**src/rtl/rate_div_pkg.sv**
```systemverilog
`timescale 1ns/1ps
package rate_div_pkg;
  localparam int DEF_GROUPS       = 2;
  localparam int DEF_CH_PER_GROUP = 3;
  localparam int DEF_PREDIV       = 128;
  localparam int DEF_DIV_W        = 5;

  typedef enum logic [1:0] {
    SRC_GEN_A = 2'd0,
    SRC_GEN_B = 2'd1,
    SRC_EXT   = 2'd2,
    SRC_OFF   = 2'd3
  } srcSel_e;

  // per-group strobes from control to datapath
  typedef struct packed {
    logic sync;
    logic baseTick;
  } grpStrobe_t;
endpackage

```
**src/rtl/rate_grp_ctrl.sv**
```systemverilog
`timescale 1ns/1ps
module rate_grp_ctrl
  import rate_div_pkg::*;
#(
  parameter int GROUPS = DEF_GROUPS,
  parameter int PREDIV = DEF_PREDIV
) (
  input  logic                  clk,
  input  logic                  rstN,
  input  logic                  genTickA,
  input  logic                  genTickB,
  input  logic                  extClkTick,
  input  logic [2*GROUPS-1:0]   groupSrcSel,
  input  logic [GROUPS-1:0]     swSyncReq,
  input  logic                  extSyncIn,
  input  logic [GROUPS-1:0]     extSyncEnable,
  input  logic [1:0]            clkOutSel,
  output grpStrobe_t [GROUPS-1:0] grpStb,
  output logic                  syncOut,
  output logic                  clkOut
);
  localparam int PRE_W = $clog2(PREDIV);
  localparam logic [PRE_W-1:0] PRE_LAST = PRE_W'(PREDIV - 1);

  function automatic logic pickTick(srcSel_e s, logic a, logic b, logic e);
    case (s)
      SRC_GEN_A: return a;
      SRC_GEN_B: return b;
      SRC_EXT:   return e;
      default:   return 1'b0;
    endcase
  endfunction

  // implicit sync in the first cycle after reset
  logic initSync;
  always_ff @(posedge clk) begin
    if (!rstN) initSync <= 1'b1;
    else       initSync <= 1'b0;
  end

  for (genvar g = 0; g < GROUPS; g++) begin : g_grp
    srcSel_e          activeSrc;
    srcSel_e          reqSrc;
    logic [PRE_W-1:0] preCnt;
    logic             selTick;
    logic             grpSync;
    logic             preWrap;

    always_comb begin
      reqSrc  = srcSel_e'(groupSrcSel[2*g +: 2]);
      grpSync = initSync | swSyncReq[g] | (extSyncEnable[g] & extSyncIn);
      selTick = pickTick(activeSrc, genTickA, genTickB, extClkTick);
      preWrap = selTick && (preCnt == PRE_LAST);
    end

    always_ff @(posedge clk) begin
      if (!rstN) begin
        activeSrc <= SRC_OFF;
        preCnt    <= '0;
      end else if (grpSync) begin
        activeSrc <= reqSrc;
        preCnt    <= '0;
      end else if (selTick) begin
        if (preWrap) begin
          preCnt    <= '0;
          activeSrc <= reqSrc;
        end else begin
          preCnt <= preCnt + 1'b1;
        end
      end
    end

    assign grpStb[g] = {grpSync, preWrap & ~grpSync};
  end

  always_ff @(posedge clk) begin
    if (!rstN) begin
      syncOut <= 1'b0;
      clkOut  <= 1'b0;
    end else begin
      syncOut <= (|swSyncReq) | extSyncIn;
      clkOut  <= pickTick(srcSel_e'(clkOutSel), genTickA, genTickB, extClkTick);
    end
  end
endmodule

```
**src/rtl/rate_chan_dp.sv**
```systemverilog
`timescale 1ns/1ps
module rate_chan_dp
  import rate_div_pkg::*;
#(
  parameter int GROUPS       = DEF_GROUPS,
  parameter int CH_PER_GROUP = DEF_CH_PER_GROUP,
  parameter int DIV_W        = DEF_DIV_W,
  localparam int NUM_CH      = GROUPS * CH_PER_GROUP
) (
  input  logic                    clk,
  input  logic                    rstN,
  input  grpStrobe_t [GROUPS-1:0] grpStb,
  input  logic [DIV_W*NUM_CH-1:0] chanDivField,
  output logic [NUM_CH-1:0]       sampleStrobe
);
  for (genvar c = 0; c < NUM_CH; c++) begin : g_ch
    localparam int GRP = c / CH_PER_GROUP;
    logic [DIV_W-1:0] cnt;
    logic [DIV_W-1:0] activeDiv;
    logic [DIV_W-1:0] reqDiv;
    logic             wrapNow;
    logic             strobeQ;

    always_comb begin
      reqDiv  = chanDivField[c*DIV_W +: DIV_W];
      wrapNow = grpStb[GRP].baseTick && (cnt == activeDiv);
    end

    always_ff @(posedge clk) begin
      if (!rstN) begin
        cnt       <= '0;
        activeDiv <= '0;
        strobeQ   <= 1'b0;
      end else begin
        strobeQ <= wrapNow;
        if (grpStb[GRP].sync) begin
          cnt       <= '0;
          activeDiv <= reqDiv;
        end else if (grpStb[GRP].baseTick) begin
          if (wrapNow) begin
            cnt       <= '0;
            activeDiv <= reqDiv;
          end else begin
            cnt <= cnt + 1'b1;
          end
        end
      end
    end

    assign sampleStrobe[c] = strobeQ;
  end
endmodule

```
**src/rtl/grouped_rate_divider.sv**
```systemverilog
`timescale 1ns/1ps
module grouped_rate_divider
  import rate_div_pkg::*;
#(
  parameter int GROUPS       = DEF_GROUPS,
  parameter int CH_PER_GROUP = DEF_CH_PER_GROUP,
  parameter int PREDIV       = DEF_PREDIV,
  parameter int DIV_W        = DEF_DIV_W,
  localparam int NUM_CH      = GROUPS * CH_PER_GROUP
) (
  input  logic                    clk,
  input  logic                    rstN,
  input  logic                    genTickA,
  input  logic                    genTickB,
  input  logic                    extClkTick,
  input  logic [2*GROUPS-1:0]     groupSrcSel,
  input  logic [DIV_W*NUM_CH-1:0] chanDivField,
  input  logic [GROUPS-1:0]       swSyncReq,
  input  logic                    extSyncIn,
  input  logic [GROUPS-1:0]       extSyncEnable,
  input  logic [1:0]              clkOutSel,
  output logic [NUM_CH-1:0]       sampleStrobe,
  output logic                    syncOut,
  output logic                    clkOut
);
  grpStrobe_t [GROUPS-1:0] grpStb;

  rate_grp_ctrl #(.GROUPS(GROUPS), .PREDIV(PREDIV)) u_ctrl (
    .clk           (clk),
    .rstN          (rstN),
    .genTickA      (genTickA),
    .genTickB      (genTickB),
    .extClkTick    (extClkTick),
    .groupSrcSel   (groupSrcSel),
    .swSyncReq     (swSyncReq),
    .extSyncIn     (extSyncIn),
    .extSyncEnable (extSyncEnable),
    .clkOutSel     (clkOutSel),
    .grpStb        (grpStb),
    .syncOut       (syncOut),
    .clkOut        (clkOut)
  );

  rate_chan_dp #(.GROUPS(GROUPS), .CH_PER_GROUP(CH_PER_GROUP), .DIV_W(DIV_W)) u_dp (
    .clk          (clk),
    .rstN         (rstN),
    .grpStb       (grpStb),
    .chanDivField (chanDivField),
    .sampleStrobe (sampleStrobe)
  );
endmodule

```
**config.mk**
```make
export PLATFORM = sky130hd
export DESIGN_NAME = grouped_rate_divider
export DESIGN_NICKNAME = d
export VERILOG_FILES = /design/src/rtl/rate_div_pkg.sv /design/src/rtl/rate_grp_ctrl.sv /design/src/rtl/rate_chan_dp.sv /design/src/rtl/grouped_rate_divider.sv
export SDC_FILE = /design/constraint.sdc
export NUM_CORES = 1
export LEC_CHECK = 0
export BUFFER_PORTS_ARGS = -buffer_cell sky130_fd_sc_hd__buf_2
export CAP_MARGIN = 20
export CELL_PAD_IN_SITES_DETAIL_PLACEMENT = 1
export CELL_PAD_IN_SITES_GLOBAL_PLACEMENT = 2
export CORE_ASPECT_RATIO = 1.5
export CORE_UTILIZATION = 35
export DETAILED_ROUTE_END_ITERATION = 10
export HOLD_SLACK_MARGIN = 0.12
export PLACE_DENSITY = 0.82
export SLEW_MARGIN = 25
export SYNTH_ARGS = -nofsm -noshare
export SYNTH_HDL_FRONTEND = slang
export SYNTH_HIERARCHICAL = 1
export SYNTH_SLANG_ARGS = --single-unit
```
**constraint.sdc**
```tcl
create_clock -name clk -period 3.08 [get_ports clk]
set_input_delay 0.154 -clock clk [delete_from_list [all_inputs] [get_ports clk]]
set_output_delay 0.154 -clock clk [all_outputs]
set_load 0.01 [all_outputs]
```
Word level (Yosys, flattened, before mapping) --
Index checks and enable logic that the tools add are counted.
Storage, ports and cells: register bits after elaboration 87, latch bits 0, bits in writable memories 0, ROM bits 0, input port bits 46, output and inout port bits 8, logic and storage cells 129, memories kept 0
Cells by class: $add $sub $neg 8, multiply operators 0, div/mod/pow operators 0, magnitude comparators 0, equality and inequality tests 14, shift-type cells 0, multiplexer cells 36, bitwise operators 12, reduce and logical (&&, ||, !) cells 34
Operator list (number):
- $mux W5 | 24
- $add A5 B1 Y5 const B | 6
- $eq A5 B5 Y1 | 6
- $reduce_bool A2 Y1 | 12
- $reduce_and A2 Y1 | 8
- $add A7 B1 Y7 const B | 2
- $eq A7 B7 Y1 const B | 2
- $mux W7 | 2
- $mux W2 | 6
- $pmux W1 S3 | 3
- $logic_and A1 B1 Y1 | 8
- $eq A2 B1 Y1 const B | 3
- $eq A2 B2 Y1 const B | 3
- $logic_not A2 Y1 | 3
- $reduce_or A2 Y1 | 3
- $or A1 B1 Y1 | 5
- $and A1 B1 Y1 | 4
- $not A1 Y1 | 3
- $mux W1 | 1

Depth between registers and ports, before layout --
Gate-level depths: netlist (run 1).
depth in word-level cells 8, depth in mapped cells 10, mapped depth without buffers 8

Modules after synthesis --
The synthesis (run 1) kept the hierarchy.
Modules (own cells, without submodules):
- rate_chan_dp | times used 1, cells each 313, area an instance 2909.0 sq um, seq. area each 1321.3 sq um
- rate_grp_ctrl | times used 1, cells each 127, area an instance 1068.5 sq um, seq. area each 420.4 sq um

Least setup slack after synthesis (run 1) --
No wires, ideal clock.
path kind register to register, from reg u_ctrl.g_grp[1].preCnt[0], to reg u_dp.g_ch[5].activeDiv[0], library setup time 0.117 ns, data arrival time 2.012 ns, required time 2.963 ns, setup slack 0.951 ns, cell stages (with the launch flop) 9, buffers on the path 1, clock period less this slack 2.129 ns, cells stage by stage dfxtp_1 -> ha_1 -> and4b_1 -> a31oi_1 -> buf_2 -> nor3_1 -> inv_1 -> o31a_1 -> a22o_1
RTL lines:
- start, declared | RTL line rate_grp_ctrl.sv:44 | logic [PRE_W-1:0] preCnt;
- start signal, assigned | RTL line rate_grp_ctrl.sv:68 | preCnt <= preCnt + 1'b1;
- end signal, assigned | RTL line rate_chan_dp.sv:38 | activeDiv <= reqDiv;
- end signal, assigned | RTL line rate_chan_dp.sv:42 | activeDiv <= reqDiv;
- end, declared | RTL line rate_chan_dp.sv:19 | logic [DIV_W-1:0] activeDiv;

==> results of run 1 <==
==> path summary, 6_finish.rpt <==
path	endpoint	slack [ns]
worst max-delay path	u_dp/g_ch[2].cnt[1]$_SDFFE_PP0P_	0.43
worst min-delay path	u_dp/g_ch[2].activeDiv[0]$_SDFFE_PN0P_	0.16
worst max register to register	u_dp/g_ch[5].activeDiv[0]$_SDFFE_PN0P_	0.57
worst min register to register	u_dp/g_ch[4].activeDiv[0]$_SDFFE_PN0P_	0.46
==> per-layer routing <==
layer | GRT usage, % | vias to the layer above | part of all wire [%] | routed length [µm]
li1 | - | 1726 | - | -
met1 | 19.8 | 1660 | 41 | 3950
met2 | 33.2 | 33 | 56 | 5370
met5 | 0 | - | 0 | 0
met4 | 6.00 | 0 | 1.3 | 127
met3 | 3.81 | 8 | 2.3 | 221
==> flip-flops by register name (all words and copies together), names as in the netlist <==
signal,flops
u_ctrl/syncOut,1
u_ctrl/g_grp.activeSrc,4
u_dp/g_ch.cnt,30
u_dp/g_ch.activeDiv,30
u_ctrl/g_grp.preCnt,14
u_dp/g_ch.strobeQ,6
u_ctrl/clkOut,1
u_ctrl/initSync,1
==> final cells by class <==
type	count	area share, %
multi-input cells	310	40.9
flip-flops and latches	87	34.9
repair buffers	91	12.8
clock buffers	10	4.79
well taps	147	3.69
inverters	26	1.96
clock inverters	6	0.879
==> critical path, stage by stage <==
cell and delay (ns):
dlygate4sd3_1 0.52, buf_2 0.13, a211oi_1 0.51, inv_1 0.25
nor3_2 0.29, buf_4 0.26, nand2_1 0.08, o21ai_1 0.49
o22ai_1 0.17
==> stage by stage <==
step                      total power (W)  hold slack (ns)  std cells  util [%]  instance area, µm²
final                             0.00245            0.164        677      45.1                4980
after global routing              0.00256            0.166        677      45.1                4980
after CTS                         0.00249            0.153        677      45.1                4980
after detailed placement          0.00140            0.365        626      39.4                4350
after global placement            0.00139            0.355        626      39.4                4350
after floorplan                   0.00133            0.243        440         -                3980
==> report_power, final <==
part | total, W | leakage [nW] | switching, W | internal [W]
logic | 0.000219 | 1.05 | 0.000107 | 0.000112
registers | 0.00118 | 0.710 | 0.0000259 | 0.00116
clock network | 0.00105 | 0.139 | 0.000472 | 0.000573
total | 0.00245 | 1.90 | 0.000605 | 0.00184
==> placed cells by master, fill, tap and decap left out, types with 8 or more instances in the layout <==
master,Yosys,layout
dlygate4sd3_1,0,35
buf_2,5,53
xnor2_1,32,32
dfxtp_1,87,87
nand3_1,13,13
a21oi_1,22,22
o21ai_0,18,18
ha_1,8,8
o2bb2ai_1,12,12
clkbuf_16,0,9
nor2_1,25,25
xor2_1,15,15
a22o_1,15,15
nand2_1,42,42
nand4_1,19,19
inv_1,25,25
==> logic make-up (layout without fill, tap and decap cells) <==
kind of cell	count (synthesis)	count (layout)	synth area share, %
AND/OR/NAND/NOR	143	143	18.1
AO/OA/AOI/OAI	107	107	18.8
flip-flops	87	87	43.8
XOR/XNOR	47	47	10.3
buffers and inverters	43	133	5.16
adder cells (fa/ha/maj)	8	8	2.52
multiplexers	5	5	1.29
==> out/qor.yml, run 1 <==
status: "complete, no violations"
finalCritPeriodShare_pct: 86.1
netlist_area_um2: 3980
peakVddDrop_v: 0.000263
drt_first_pass_iters: 3
antenna_left: 0
rsz0062_at_grt: "false"
cts_num_sinks: 87
worstSetupEndpointType: "register"
slew_headroom_pct: 55.7
synth_edf_count: 0
critPathKind: "input pin to register"
ys_warn_count: 6
initial_core_util_pct: 36.0
slew_viol_final: 0
setup_viol: 0
final_nets: 579
synthTopCellsByArea: "dfxtp_1 (44%), xnor2_1 (7.0%), nand2_1 (4.0%)"
routedWlPerCell_um: 14.3
layout_min_cycle_time_ns: 2.65
tightest_slew_ns: 0.658
tritoncts: "built"
io_pins: 54
place.gp.congestion: 0.734
insertion_delay_ns: 0.34
seqCellArea_um2: 1740
min_from: "chanDivField[10]"
track_usage_pct: 18.0
hold_viol_final: 0
grt_pass1_vias: 3585
yosysTopAreaCell: "dfxtp_1"
fin_tns_setup_ns: 0
cp-start-kind: "input pin"
synthArstFlopShare_pct: 0
num_antenna_cells: 0
fp.coreArea_um2: 11100
timing.final.ws_setup_ns: 0.427
die_area_um2: 11800
hpwl_mm: 6.99
io_buffers: 53
post-place-ws_ns: 0.461
cts_resized: 0
drc_errors: 0
h-tree-depth: 3
required_ns: 3.29
synth_top_area_share_pct: 43.8
post-cts-setup-buffers: 0
vias_per_cell: 5.06
synth_area_per_cell_um2: 9.04
fin_skew_ns: 0.00690
syn_nets: 494
grt_pass1_wl_mm: 16.6
synth_cell_type_count: 52
synth_flop_cell: "dfxtp_1"
vias: 3427
reg2reg_depth: 7
cts_root_buffer: "clkbuf_16"
die_h_um: 133
cts-hold-fix-buffers: 35
rows: 47
cts_buffers: 9
p_leak_nw: 1.90
synthTopCellsByCount: "dfxtp_1 (87), nand2_1 (42), xnor2_1 (32), inv_1 (25), nor2_1 (25)"
critPathLaunch: "swSyncReq[0]"
min_path_type: "input pin to register"
drt_iter0_drc: 94
multi_input_area_um2: 2040
grt_overflow_total: 0
area_growth_pct: 25.3
wirelength_mm: 9.67
synth-seq-cells: 87
synth_cells: 440
timing.fmax_mhz: 377
die_w_um: 89.0
p_per_area_nw_per_um2: 491
clk_pin_slew_ns: 0.07
synth_most_common_cell: "dfxtp_1"
critical_path.max_fanout: 18
holdPathStages: 3
nFillCells: 1345
synth_seq_area_share_pct: 43.8
drive_gt1_share_pct: 15.3
grt_start_max_net_pins: 24
cts_max_path_buffers: 2
antenna_found_initial: 0
max_cap_violations: 0
r2r_start: "u_ctrl/initSync$_DFF_P_"
arrival_ns: 2.86
No activity file was read; power rests on OpenSTA's default activity.
==> run 2: changes to the inputs <==
Clock period 3.08 ns to 2.6 ns, I/O delays scaled along.
==> run 2 against run 1 <==
Compared with the run above: global-route usage rose by 0.47 points; design area rose by 3.0%; sequential share of layout area fell by 1.0 points; wire length rose by 1.8%; clock-buffer cell count rose by 1; power rose by 29%; first-iteration DRC count rose by 9.6%; final cell count rose by 1.6%; non-clock buffer count rose by 11; critical endpoint unchanged; largest cell class unchanged.
==> out/qor.yml, run 2 (synthesis gave the netlist of run 1 again) <==
insertion_delay_ns: 0.34  # about the same
die_h_um: 133  # unchanged
critPathSlowestCell: "dlygate4sd3_1"
min_path_type: "input pin to register"
crit_path_frequent_cell: "buf_4"
grt_pass1_vias: 3750  # +4.6%
cpPeakStageDelay_ns: 0.53  # about the same
cts-hold-fix-buffers: 36  # +2.9%
grt_start_max_net_pins: 19  # -21%
path_cells: "dlygate4sd3_1 -> buf_2 -> a211oi_1 -> buf_4 -> inv_1 -> nor3_2 -> buf_4 -> nand2_1 -> o21ai_1 -> o22ai_1"
met2_usage_pct: 34.7  # +1.5 points
post_dp_cell_area_um2: 4430  # +1.7%
drc_errors: 0  # unchanged
p_leak_nw: 1.99  # +4.4%
area_growth_pct: 29.1
worstSetupEndpointType: "register"
clk_pin_slew_ns: 0.06  # about the same
status: "complete, no violations"
slew_viol_final: 0  # unchanged
num_antenna_cells: 0  # unchanged
cp-start-kind: "input pin"
drt_iter0_drc: 103  # +9.6%
die_w_um: 89.0  # unchanged
hpwl_mm: 7.16  # +2.4%
io_pins: 54  # unchanged
drt_first_pass_iters: 4  # +1
fin_skew_ns: 0.00768  # +0.000778 ns
cts_max_path_buffers: 2  # unchanged
cts_num_sinks: 87  # unchanged
peakVddDrop_v: 0.000341  # +30%
grt-busiest-layer: "met2"
antenna_left: 0  # unchanged
antenna_found_initial: 0  # unchanged
post-cts-setup-buffers: 0  # unchanged
reg_top3: "u_dp/g_ch.activeDiv (30), u_dp/g_ch.cnt (30), u_ctrl/g_grp.preCnt (14)"
grt_use_met3_pct: 3.31  # -0.50 points
drive_gt1_share_pct: 16.6  # +1.4 points
grt_pass1_wl_mm: 17.1  # +3.0%
setup_viol: 0  # unchanged
post-place-ws_ns: 0.271  # -0.190 ns
vias_per_cell: 5.08  # +0.35%
fin_tns_setup_ns: 0  # unchanged
rows: 47  # unchanged
finalCritPeriodShare_pct: 89.5
arrival_ns: 2.53  # -0.33 ns
p_per_area_nw_per_um2: 617  # +26%
required_ns: 2.81  # -0.48 ns
finalInstanceArea_um2: 5130  # +3.0%
cts_buffers: 9  # unchanged
wirelength_mm: 9.85  # +1.8%
place.gp.congestion: 0.739  # +0.61%
initial_core_util_pct: 36.0  # unchanged
critPathKind: "input pin to register"
fp.coreArea_um2: 11100  # unchanged
tritoncts: "built"
hold_viol_final: 0  # unchanged
utilization_pct: 46.4  # +1.3 points
timing.final.ws_setup_ns: 0.273  # -0.154 ns
track_usage_pct: 18.4  # +0.47 points
tightest_slew_ns: 0.633  # -0.0251 ns
routedWlPerCell_um: 14.3  # +0.20%
grt_overflow_total: 0  # unchanged
final_nets: 590  # +1.9%
rsz0062_at_grt: "false"
die_area_um2: 11800  # unchanged
io_buffers: 53  # unchanged
layout_min_cycle_time_ns: 2.33
slew_headroom_pct: 57.3  # +1.6 points
layout_commonest_cell: "dfxtp_1"
timing.fmax_mhz: 430
cts_root_buffer: "clkbuf_16"
max_cap_violations: 0  # unchanged
critical_path.max_fanout: 18  # unchanged
grt_use_met1_pct: 20.1  # +0.36 points
vias: 3495  # +2.0%
cts_resized: 0  # unchanged
h-tree-depth: 3  # unchanged
final_cell_mix: "dfxtp_1 (87), buf_2 (53), nand2_1 (42)"
## run 2: cell types whose count changed in the layout (fill, tap and decap cells not counted)
cell	before	now
clkbuf_1	0	1
dlygate4sd3_1	35	36
clkinv_2	2	1
clkinvlp_4	1	0
buf_4	3	13
inv_6	2	1
clkinv_4	1	0
bufinv_16	0	3
## run 2: final timing paths
kind                                     startpoint                                     end  slack (ns)  cells past startpoint
min                                chanDivField[10]  u_dp/g_ch[2].activeDiv[0]$_SDFFE_PN0P_        0.13                      3
max reg2reg                 u_ctrl/initSync$_DFF_P_  u_dp/g_ch[5].activeDiv[2]$_SDFFE_PN0P_        0.33                      7
max                                    swSyncReq[0]        u_dp/g_ch[2].cnt[1]$_SDFFE_PP0P_        0.27                     10
min reg2reg  u_dp/g_ch[3].activeDiv[1]$_SDFFE_PN0P_  u_dp/g_ch[3].activeDiv[1]$_SDFFE_PN0P_        0.46                      2
## run 2: report_power, final
| part | internal [W] | total, W | switching [W] |
|---|---|---|---|
| combinational | 0.000142 | 0.000271 | 0.000130 |
| clock | 0.000967 | 0.00149 | 0.000527 |
| sequential | 0.00137 | 0.00140 | 0.0000301 |
## run 2: area by class of cell
class | count | area [µm²]
timing repair buffer | 102 | 723
inverter | 26 | 97.6
tap | 147 | 184
clock buffer | 11 | 243
fill | 1328 | 5920
multi-input combinational | 310 | 2040
sequential | 87 | 1740
clock inverter | 5 | 104
## run 2: metrics by stage
step / hold slack (ns) / cells / power (W)
after CTS: 0.122 / 688 / 0.00321
after global placement: 0.333 / 636 / 0.00166
after global routing: 0.161 / 688 / 0.00330
final: 0.127 / 688 / 0.00317
after detailed placement: 0.343 / 636 / 0.00166
after floorplan: 0.219 / 440 / 0.00157
## run 2: metal layers
metal  vias to the layer above  share of wire [%]
met3                        14                2.2
li1                       1756                  -
met5                         -                  0
met1                      1687                 41
met2                        38                 55
met4                         0                1.7
## run 2: critical path, delay by kind of cell
family          cells  cell delay (ns)
compound gates      3             0.88
buf+inv             5             1.19
simple gates        2             0.33
